File: config.mk
export PLATFORM = sky130hd
export DESIGN_NAME = bw_zone_mon
export DESIGN_NICKNAME = d
export VERILOG_FILES = /design/src/rtl/bzm_pkg.sv /design/src/rtl/bzm_window_acc.sv /design/src/rtl/bzm_zone_eval.sv /design/src/rtl/bw_zone_mon.sv
export SDC_FILE = /design/constraint.sdc
export NUM_CORES = 1
export LEC_CHECK = 0
export BUFFER_PORTS_ARGS = -buffer_cell sky130_fd_sc_hd__buf_2
export CAP_MARGIN = 20
export CORE_AREA = 2 2 298 300
export CTS_CLUSTER_DIAMETER = 50
export DETAILED_ROUTE_END_ITERATION = 8
export DIE_AREA = 0 0 300 302
export HOLD_SLACK_MARGIN = 0.05
export MAX_ROUTING_LAYER = met4
export PLACE_DENSITY = 0.6
export SKIP_LAST_GASP = 1
export SLEW_MARGIN = 20
export SYNTH_ARGS = -nofsm -noshare
export SYNTH_HDL_FRONTEND = slang
export SYNTH_SLANG_ARGS = --single-unit
File: constraint.sdc
create_clock -name clk_i -period 13.8 [get_ports clk_i]
set_clock_uncertainty 0.05 [all_clocks]
set_input_delay 1.38 -clock clk_i [delete_from_list [all_inputs] [get_ports clk_i]]
set_output_delay 1.38 -clock clk_i [all_outputs]
set_load 0.005 [all_outputs]
File: src/rtl/bzm_pkg.sv
package bzm_pkg;
  localparam int ZONES  = 4;
  localparam int EVT_W  = 8;
  localparam int ADDR_W = 5;

  localparam logic [ADDR_W-1:0] A_CTRL  = 5'd0;
  localparam logic [ADDR_W-1:0] A_CMD   = 5'd1;
  localparam logic [ADDR_W-1:0] A_WIN   = 5'd2;
  localparam logic [ADDR_W-1:0] A_TLO   = 5'd3;
  localparam logic [ADDR_W-1:0] A_TMID  = 5'd4;
  localparam logic [ADDR_W-1:0] A_THI   = 5'd5;
  localparam logic [ADDR_W-1:0] A_ACT   = 5'd6;
  localparam logic [ADDR_W-1:0] A_RPT   = 5'd7;
  localparam logic [ADDR_W-1:0] A_LST   = 5'd8;
  localparam logic [ADDR_W-1:0] A_LCLR  = 5'd9;
  localparam logic [ADDR_W-1:0] A_LEN   = 5'd10;
  localparam logic [ADDR_W-1:0] A_GST   = 5'd11;
  localparam logic [ADDR_W-1:0] A_GCLR  = 5'd12;
  localparam logic [ADDR_W-1:0] A_GEN   = 5'd13;
  localparam logic [ADDR_W-1:0] A_LAST  = 5'd14;
  localparam logic [ADDR_W-1:0] A_PEAK0 = 5'd16;
  localparam logic [ADDR_W-1:0] A_EVT0  = 5'd20;

  // zone z hit: bump zone z, wipe every lower zone; zone 0 wipes itself
  function automatic logic [31:0] dflt_actions();
    logic [31:0] v;
    v = '0;
    for (int z = 0; z < ZONES; z++) begin
      if (z == 0) v[0] = 1'b1;
      else begin
        v[8*z + 2*z + 1] = 1'b1;
        for (int t = 0; t < z; t++) v[8*z + 2*t] = 1'b1;
      end
    end
    return v;
  endfunction
endpackage

File: src/rtl/bzm_window_acc.sv
module bzm_window_acc #(
  parameter int BEAT_W  = 20,
  parameter int UNIT_LG = 16,
  parameter int CNT_W   = 32,
  parameter int WIN_W   = 20
) (
  input  logic              clk_i,
  input  logic              rst_ni,
  input  logic              en_i,
  input  logic              clr_i,
  input  logic              tick_i,
  input  logic [WIN_W-1:0]  win_len_i,
  input  logic              beat_vld_i,
  input  logic [BEAT_W-1:0] beat_bytes_i,
  output logic              eval_o,
  output logic [CNT_W-1:0]  win_cnt_o,
  output logic [CNT_W-1:0]  acc_o
);
  localparam int SUM_W = ((BEAT_W > UNIT_LG) ? BEAT_W : UNIT_LG) + 1;

  logic [UNIT_LG-1:0] rem_q;
  logic [CNT_W-1:0]   cnt_q;
  logic [WIN_W-1:0]   tick_q;
  logic [SUM_W-1:0]   sum_w;
  logic [CNT_W-1:0]   add_w;
  logic [CNT_W-1:0]   cnt_nxt;
  logic [UNIT_LG-1:0] rem_nxt;

  always_comb begin
    sum_w   = SUM_W'(rem_q) + SUM_W'(beat_bytes_i);
    add_w   = beat_vld_i ? CNT_W'(sum_w >> UNIT_LG) : '0;
    rem_nxt = beat_vld_i ? sum_w[UNIT_LG-1:0] : rem_q;
    cnt_nxt = cnt_q + add_w;
  end

  assign eval_o    = en_i && tick_i && (win_len_i != '0) && (tick_q == win_len_i - 1'b1);
  assign win_cnt_o = cnt_nxt;
  assign acc_o     = cnt_q;

  always_ff @(posedge clk_i or negedge rst_ni) begin
    if (!rst_ni) begin
      rem_q  <= '0;
      cnt_q  <= '0;
      tick_q <= '0;
    end else if (clr_i) begin
      rem_q  <= '0;
      cnt_q  <= '0;
      tick_q <= '0;
    end else if (en_i) begin
      if (eval_o) begin
        rem_q  <= '0;
        cnt_q  <= '0;
        tick_q <= '0;
      end else begin
        rem_q <= rem_nxt;
        cnt_q <= cnt_nxt;
        if (tick_i) tick_q <= tick_q + 1'b1;
      end
    end
  end
endmodule

File: src/rtl/bzm_zone_eval.sv
module bzm_zone_eval
  import bzm_pkg::*;
#(
  parameter int CNT_W = 32
) (
  input  logic                        clk_i,
  input  logic                        rst_ni,
  input  logic                        eval_i,
  input  logic [CNT_W-1:0]            win_cnt_i,
  input  logic [CNT_W-1:0]            thr_lo_i,
  input  logic [CNT_W-1:0]            thr_mid_i,
  input  logic [CNT_W-1:0]            thr_hi_i,
  input  logic [31:0]                 act_i,
  input  logic [31:0]                 rpt_i,
  input  logic                        clr_i,
  input  logic [ZONES-1:0]            st_clr_i,
  output logic [1:0]                  zone_o,
  output logic [ZONES-1:0][EVT_W-1:0] evt_o,
  output logic [ZONES-1:0][CNT_W-1:0] peak_o,
  output logic [ZONES-1:0]            status_o,
  output logic [CNT_W-1:0]            last_o
);
  logic [1:0]             zone_w;
  logic [7:0]             fld_w;
  logic [ZONES-1:0]       hit_w;
  logic [ZONES-1:0][EVT_W-1:0] evt_q, evt_nxt;
  logic [ZONES-1:0][CNT_W-1:0] peak_q;
  logic [ZONES-1:0]       st_q;
  logic [CNT_W-1:0]       last_q;

  always_comb begin
    if (win_cnt_i >= thr_hi_i)       zone_w = 2'd3;
    else if (win_cnt_i >= thr_mid_i) zone_w = 2'd2;
    else if (win_cnt_i >= thr_lo_i)  zone_w = 2'd1;
    else                             zone_w = 2'd0;
    fld_w = act_i[{zone_w, 3'b000} +: 8];
  end

  for (genvar t = 0; t < ZONES; t++) begin : g_zone
    logic       inc_w, clr_w;
    logic [EVT_W-1:0] base_w, lim_w;
    assign inc_w  = fld_w[2*t+1];
    assign clr_w  = fld_w[2*t];
    assign lim_w  = rpt_i[8*t +: 8];
    assign base_w = clr_w ? '0 : evt_q[t];
    always_comb begin
      evt_nxt[t] = base_w;
      if (inc_w && base_w != '1) evt_nxt[t] = base_w + 1'b1;
    end
    assign hit_w[t] = eval_i && inc_w && (evt_nxt[t] >= lim_w) && (lim_w != 8'hFF);

    always_ff @(posedge clk_i or negedge rst_ni) begin
      if (!rst_ni) begin
        evt_q[t]  <= '0;
        peak_q[t] <= '0;
        st_q[t]   <= 1'b0;
      end else begin
        st_q[t] <= (st_q[t] & ~st_clr_i[t]) | hit_w[t];
        if (clr_i) begin
          evt_q[t]  <= '0;
          peak_q[t] <= '0;
        end else if (eval_i) begin
          evt_q[t] <= evt_nxt[t];
          if (zone_w == 2'(t) && win_cnt_i > peak_q[t]) peak_q[t] <= win_cnt_i;
        end
      end
    end
  end

  always_ff @(posedge clk_i or negedge rst_ni) begin
    if (!rst_ni)     last_q <= '0;
    else if (eval_i) last_q <= win_cnt_i;
  end

  assign zone_o   = zone_w;
  assign evt_o    = evt_q;
  assign peak_o   = peak_q;
  assign status_o = st_q;
  assign last_o   = last_q;
endmodule

File: src/rtl/bw_zone_mon.sv
module bw_zone_mon
  import bzm_pkg::*;
#(
  parameter int BEAT_W  = 20,
  parameter int UNIT_LG = 16,
  parameter int CNT_W   = 32,
  parameter int WIN_W   = 20
) (
  input  logic              clk_i,
  input  logic              rst_ni,
  input  logic              tick_i,
  input  logic              beat_vld_i,
  input  logic [BEAT_W-1:0] beat_bytes_i,
  input  logic              reg_wr_i,
  input  logic [4:0]        reg_addr_i,
  input  logic [31:0]       reg_wdata_i,
  output logic [31:0]       reg_rdata_o,
  output logic              irq_o
);
  logic             en_q, gen_q, gst_q;
  logic [WIN_W-1:0] win_q;
  logic [CNT_W-1:0] tlo_q, tmid_q, thi_q;
  logic [31:0]      act_q, rpt_q;
  logic [ZONES-1:0] len_q;

  logic             clr_cmd, gclr_w, eval_w, loc_pend;
  logic [ZONES-1:0] lclr_w;
  logic [CNT_W-1:0] win_cnt_w, acc_w, last_w;
  logic [1:0]       zone_w;
  logic [ZONES-1:0][EVT_W-1:0] evt_w;
  logic [ZONES-1:0][CNT_W-1:0] peak_w;
  logic [ZONES-1:0] st_w;

  assign clr_cmd = reg_wr_i && reg_addr_i == A_CMD  && reg_wdata_i[0];
  assign gclr_w  = reg_wr_i && reg_addr_i == A_GCLR && reg_wdata_i[0];
  assign lclr_w  = (reg_wr_i && reg_addr_i == A_LCLR) ? reg_wdata_i[7:4] : '0;

  always_ff @(posedge clk_i or negedge rst_ni) begin
    if (!rst_ni) begin
      en_q   <= 1'b0;
      gen_q  <= 1'b0;
      win_q  <= '0;
      tlo_q  <= '0;
      tmid_q <= '0;
      thi_q  <= '0;
      act_q  <= dflt_actions();
      rpt_q  <= '1;
      len_q  <= '0;
    end else if (reg_wr_i) begin
      case (reg_addr_i)
        A_CTRL: en_q   <= reg_wdata_i[0];
        A_WIN:  win_q  <= reg_wdata_i[WIN_W-1:0];
        A_TLO:  tlo_q  <= CNT_W'(reg_wdata_i);
        A_TMID: tmid_q <= CNT_W'(reg_wdata_i);
        A_THI:  thi_q  <= CNT_W'(reg_wdata_i);
        A_ACT:  act_q  <= reg_wdata_i;
        A_RPT:  rpt_q  <= reg_wdata_i;
        A_LEN:  len_q  <= reg_wdata_i[7:4];
        A_GEN:  gen_q  <= reg_wdata_i[0];
        default: ;
      endcase
    end
  end

  assign loc_pend = |(st_w & len_q);

  // global status re-arms from any pending enabled local bit
  always_ff @(posedge clk_i or negedge rst_ni) begin
    if (!rst_ni) gst_q <= 1'b0;
    else         gst_q <= loc_pend | (gst_q & ~gclr_w);
  end

  assign irq_o = gst_q & gen_q;

  bzm_window_acc #(
    .BEAT_W(BEAT_W), .UNIT_LG(UNIT_LG), .CNT_W(CNT_W), .WIN_W(WIN_W)
  ) acc_i (
    .clk_i, .rst_ni,
    .en_i(en_q), .clr_i(clr_cmd), .tick_i, .win_len_i(win_q),
    .beat_vld_i, .beat_bytes_i,
    .eval_o(eval_w), .win_cnt_o(win_cnt_w), .acc_o(acc_w)
  );

  bzm_zone_eval #(.CNT_W(CNT_W)) eval_i (
    .clk_i, .rst_ni,
    .eval_i(eval_w), .win_cnt_i(win_cnt_w),
    .thr_lo_i(tlo_q), .thr_mid_i(tmid_q), .thr_hi_i(thi_q),
    .act_i(act_q), .rpt_i(rpt_q), .clr_i(clr_cmd), .st_clr_i(lclr_w),
    .zone_o(zone_w), .evt_o(evt_w), .peak_o(peak_w), .status_o(st_w), .last_o(last_w)
  );

  always_comb begin
    reg_rdata_o = '0;
    case (reg_addr_i)
      A_CTRL: reg_rdata_o = {31'd0, en_q};
      A_WIN:  reg_rdata_o = 32'(win_q);
      A_TLO:  reg_rdata_o = 32'(tlo_q);
      A_TMID: reg_rdata_o = 32'(tmid_q);
      A_THI:  reg_rdata_o = 32'(thi_q);
      A_ACT:  reg_rdata_o = act_q;
      A_RPT:  reg_rdata_o = rpt_q;
      A_LST:  reg_rdata_o = {24'd0, st_w, 4'd0};
      A_LEN:  reg_rdata_o = {24'd0, len_q, 4'd0};
      A_GST:  reg_rdata_o = {31'd0, gst_q};
      A_GEN:  reg_rdata_o = {31'd0, gen_q};
      A_LAST: reg_rdata_o = 32'(last_w);
      5'd16, 5'd17, 5'd18, 5'd19: reg_rdata_o = 32'(peak_w[reg_addr_i[1:0]]);
      5'd20, 5'd21, 5'd22, 5'd23: reg_rdata_o = 32'(evt_w[reg_addr_i[1:0]]);
      default: reg_rdata_o = '0;
    endcase
  end
endmodule

==> flow_summary.ini <==
[synthesis]
postSynthCellCount = 3081
synthArstFlopShare = 1.00
netlist_area_mm2 = 0.0303
synth-edff-count = 0
synth_flop_cell = dfrtp_1
ys_warn_count = 0
syn_nets = 3429
synth_cell_type_count = 84
ys_seq_area_frac = 0.375
ys_ff_latch = 451
syn_avg_cell_area_um2 = 9.82

[cells_and_area]
nFillCells = 8650
syn2layout_area_growth_pct = 15.3
fin_nets = 3548
drive_above_1_share = 0.190
layout.cells.non_filler = 4431

[routing]
met2_length_um = 46200
m1WireLength_um = 45300
first_pass_iters = 9
drtAntennaViolNets = 0
vias = 25168
drt-vias-per-instance = 5.68
routed-wl-met3_um = 9110
drcViolationCount = 0
wl_per_cell_um = 23.7
initialDrtViolationCount = 2212
dr.max_layer_used = met4
wl_um = 105000

[sta]
period_minus_slack_ns = 11.82
slew_headroom = 0.258
timing.final.crit_share = 0.856
drv_slew = 0
setup_tns_ns = 0
rsz0062_at_grt = no
setup_viol = 0
fmax_mhz = 84.6
tightest_slew_ns = 1.11
hold_viol_final = 0

[critical_path]
crit_path_end_kind = flip-flop
critical_path.startpoint = beat_bytes_i[0]
cp_max_fo = 13
required_ns = 14.28
max_stage_delay_ns = 0.78
crit_top_cell = a21o_1
r2r-start = acc_i.rem_q[0]$_DFFE_PN0P_
startpoint_type = input pin
slowest_stage = a2111oi_0
crit_type = input pin to flip-flop
crit_arrival_ns = 12.30

[floorplan]
io_pins = 95
initial_core_util = 0.346
die_height_um = 302
die_w_um = 300
coreArea_mm2 = 0.0876
rows = 109
die-area_mm2 = 0.0906

[clock_network]
postCtsHoldBufs = 0
cts_resized = 0
cts_max_level = 3
clockBufferDepth = 3
cts_setup_buffers = 0
cts_num_sinks = 451
cts_buffers = 76
cts_root_buf = clkbuf_16
tritoncts = built
clk_pin_slew_ns = 0.06
clk_latency_ns = 0.64

[worst_hold_path]
min_from = eval_i.last_o[31]$_DFFE_PN0P_
hp-class = flip-flop to flip-flop

[power]
ir_drop_mv = 0.115
p_leak_nw = 16.3
powerDensity_mw_per_mm2 = 145

[global_route]
antenna_found_initial = 6
grt_pass1_wl_um = 158000
grt_overflow = 0
grt_pass1_vias = 24839
grt_usage = 0.238
grt_max_degree = 167

[status]
status = finished clean

[placement]
place_inst = 4287
hpwlAfterDp_um = 75600
io_buffers = 94
place.gp.congestion = 0.949

[run]
drv_cap = 0
placed cells by master (no fill, tap or decap), types with 46 or more instances in the layout:
cell       synthesis  layout
dfrtp_1          409     409
ha_1             284     284
inv_1            280     280
nor2_1           267     263
mux2_2           201     201
nand2_1          175     173
a21oi_1          143     143
mux2i_1          143     143
o21ai_0          104     104
buf_2              5      93
nand3_1           87      87
buf_4              1      79
nand4_1           76      76
clkbuf_16          0      76
a21o_1            73      73
xnor2_1           55      55
a22oi_1           50      50
xor2_1            47      47
nor3_1            47      46
per-layer routing:
layer,track usage,vias up
li1,-,11523
met1,0.309,12438
met2,0.355,994
met5,-,-
met4,0.0925,0
met3,0.0621,213
logic make-up after synthesis:
family | count (synthesis) | synth area share
AND/OR/NAND/NOR | 822 | 0.134
AO/OA/AOI/OAI | 628 | 0.142
flip-flops | 451 | 0.375
buffers and inverters | 415 | 0.0540
multiplexers | 377 | 0.147
adder cells (fa/ha/maj) | 286 | 0.119
XOR/XNOR | 102 | 0.0295
flip-flops by register name, indices dropped and copies added (netlist names), 4 cells and up:
signal           flops
acc_i.acc_o         32
acc_i.rem_q         16
acc_i.tick_q        20
act_q               32
eval_i.evt_o        32
eval_i.last_o       32
eval_i.peak_o      128
eval_i.status_o      4
len_q                4
rpt_q               32
thi_q               32
tlo_q               32
tmid_q              32
win_q               20
power by group:
part	leakage, nW	switching, mW	internal, mW
combinational	9.14	0.870	0.595
clock	1.22	0.741	1.17
sequential	5.94	0.186	1.49
total	16.3	1.80	3.25
worst max-delay path: cells and delay by family:
family          cells  cell delay [ns]
compound gates     23             5.80
xor+xnor            3             0.47
fa+ha+maj           7             1.89
buf+inv             5             0.65
simple gates       13             2.07
Yosys cell counts, types with 16 or more instances:
library cell    n  area share
o211ai_1       21      0.0052
a211oi_1       20      0.0050
and3_1         33      0.0068
nand3_1        87       0.014
mux4_2         33       0.025
inv_1         280       0.035
buf_1          23      0.0029
nor3_1         47      0.0078
a221oi_1       17      0.0049
nand2b_1       20      0.0041
nand4_1        76       0.016
nand2_1       175       0.022
xnor2_1        55       0.016
dfrtp_1       409        0.34
or4_1          18      0.0045
o22ai_1        19      0.0039
a22o_1         28      0.0081
a21oi_1       143       0.024
o21ai_0       104       0.017
nor2_1        267       0.033
mux2_2        201       0.075
a222oi_1       34       0.011
xor2_1         47       0.014
o21a_1         16      0.0040
a21o_1         73       0.018
nor2b_1        17      0.0035
clkbuf_1       97       0.012
a22oi_1        50       0.012
ha_1          284        0.12
mux2i_1       143       0.047
dfstp_2        42       0.036
path summary, 6_finish.rpt:
check / slack (ns) / to / cells past startpoint
worst min register to register: 0.42 / eval_i.last_o[31]$_DFFE_PN0P_ / 2
worst min-delay path: 0.42 / eval_i.last_o[31]$_DFFE_PN0P_ / 2
max in group asynchronous: 10.81 / eval_i.last_o[28]$_DFFE_PN0P_ / 3
min in group asynchronous: 0.68 / acc_i.rem_q[9]$_DFFE_PN0P_ / 1
worst max register to register: 2.48 / eval_i.status_o[0]$_DFF_PN0_ / 50
worst max-delay path: 1.98 / eval_i.status_o[0]$_DFF_PN0_ / 51
metrics by stage:
step | hold slack, ns | util | total power [mW] | instance area, um2 | setup WS [ns]
2_1_floorplan | 0.389 | - | 2.59 | 30300 | 2.08
3_3_place_gp | 0.403 | 0.369 | 3.11 | 32300 | 1.45
3_5_place_dp | 0.409 | 0.369 | 3.12 | 32300 | 1.32
4_1_cts | 0.421 | 0.398 | 5.05 | 34900 | 1.91
5_1_grt | 0.438 | 0.398 | 5.31 | 34900 | 0.882
6_report | 0.417 | 0.398 | 5.05 | 34900 | 1.98
cell type report:
| class | count | area (um2) | share of cell area |
|---|---|---|---|
| Clock inverter | 52 | 544 | 0.0156 |
| Tap cell | 1165 | 1460 | 0.0418 |
| Timing Repair Buffer | 176 | 1120 | 0.0320 |
| Antenna cell | 5 | 12.5 | 0.000359 |
| Clock buffer | 87 | 1990 | 0.0572 |
| Sequential cell | 451 | 11300 | 0.325 |
| Inverter | 280 | 1050 | 0.0301 |
| Multi-Input combinational cell | 2215 | 17400 | 0.498 |
(Power assumes the default switching activity.)
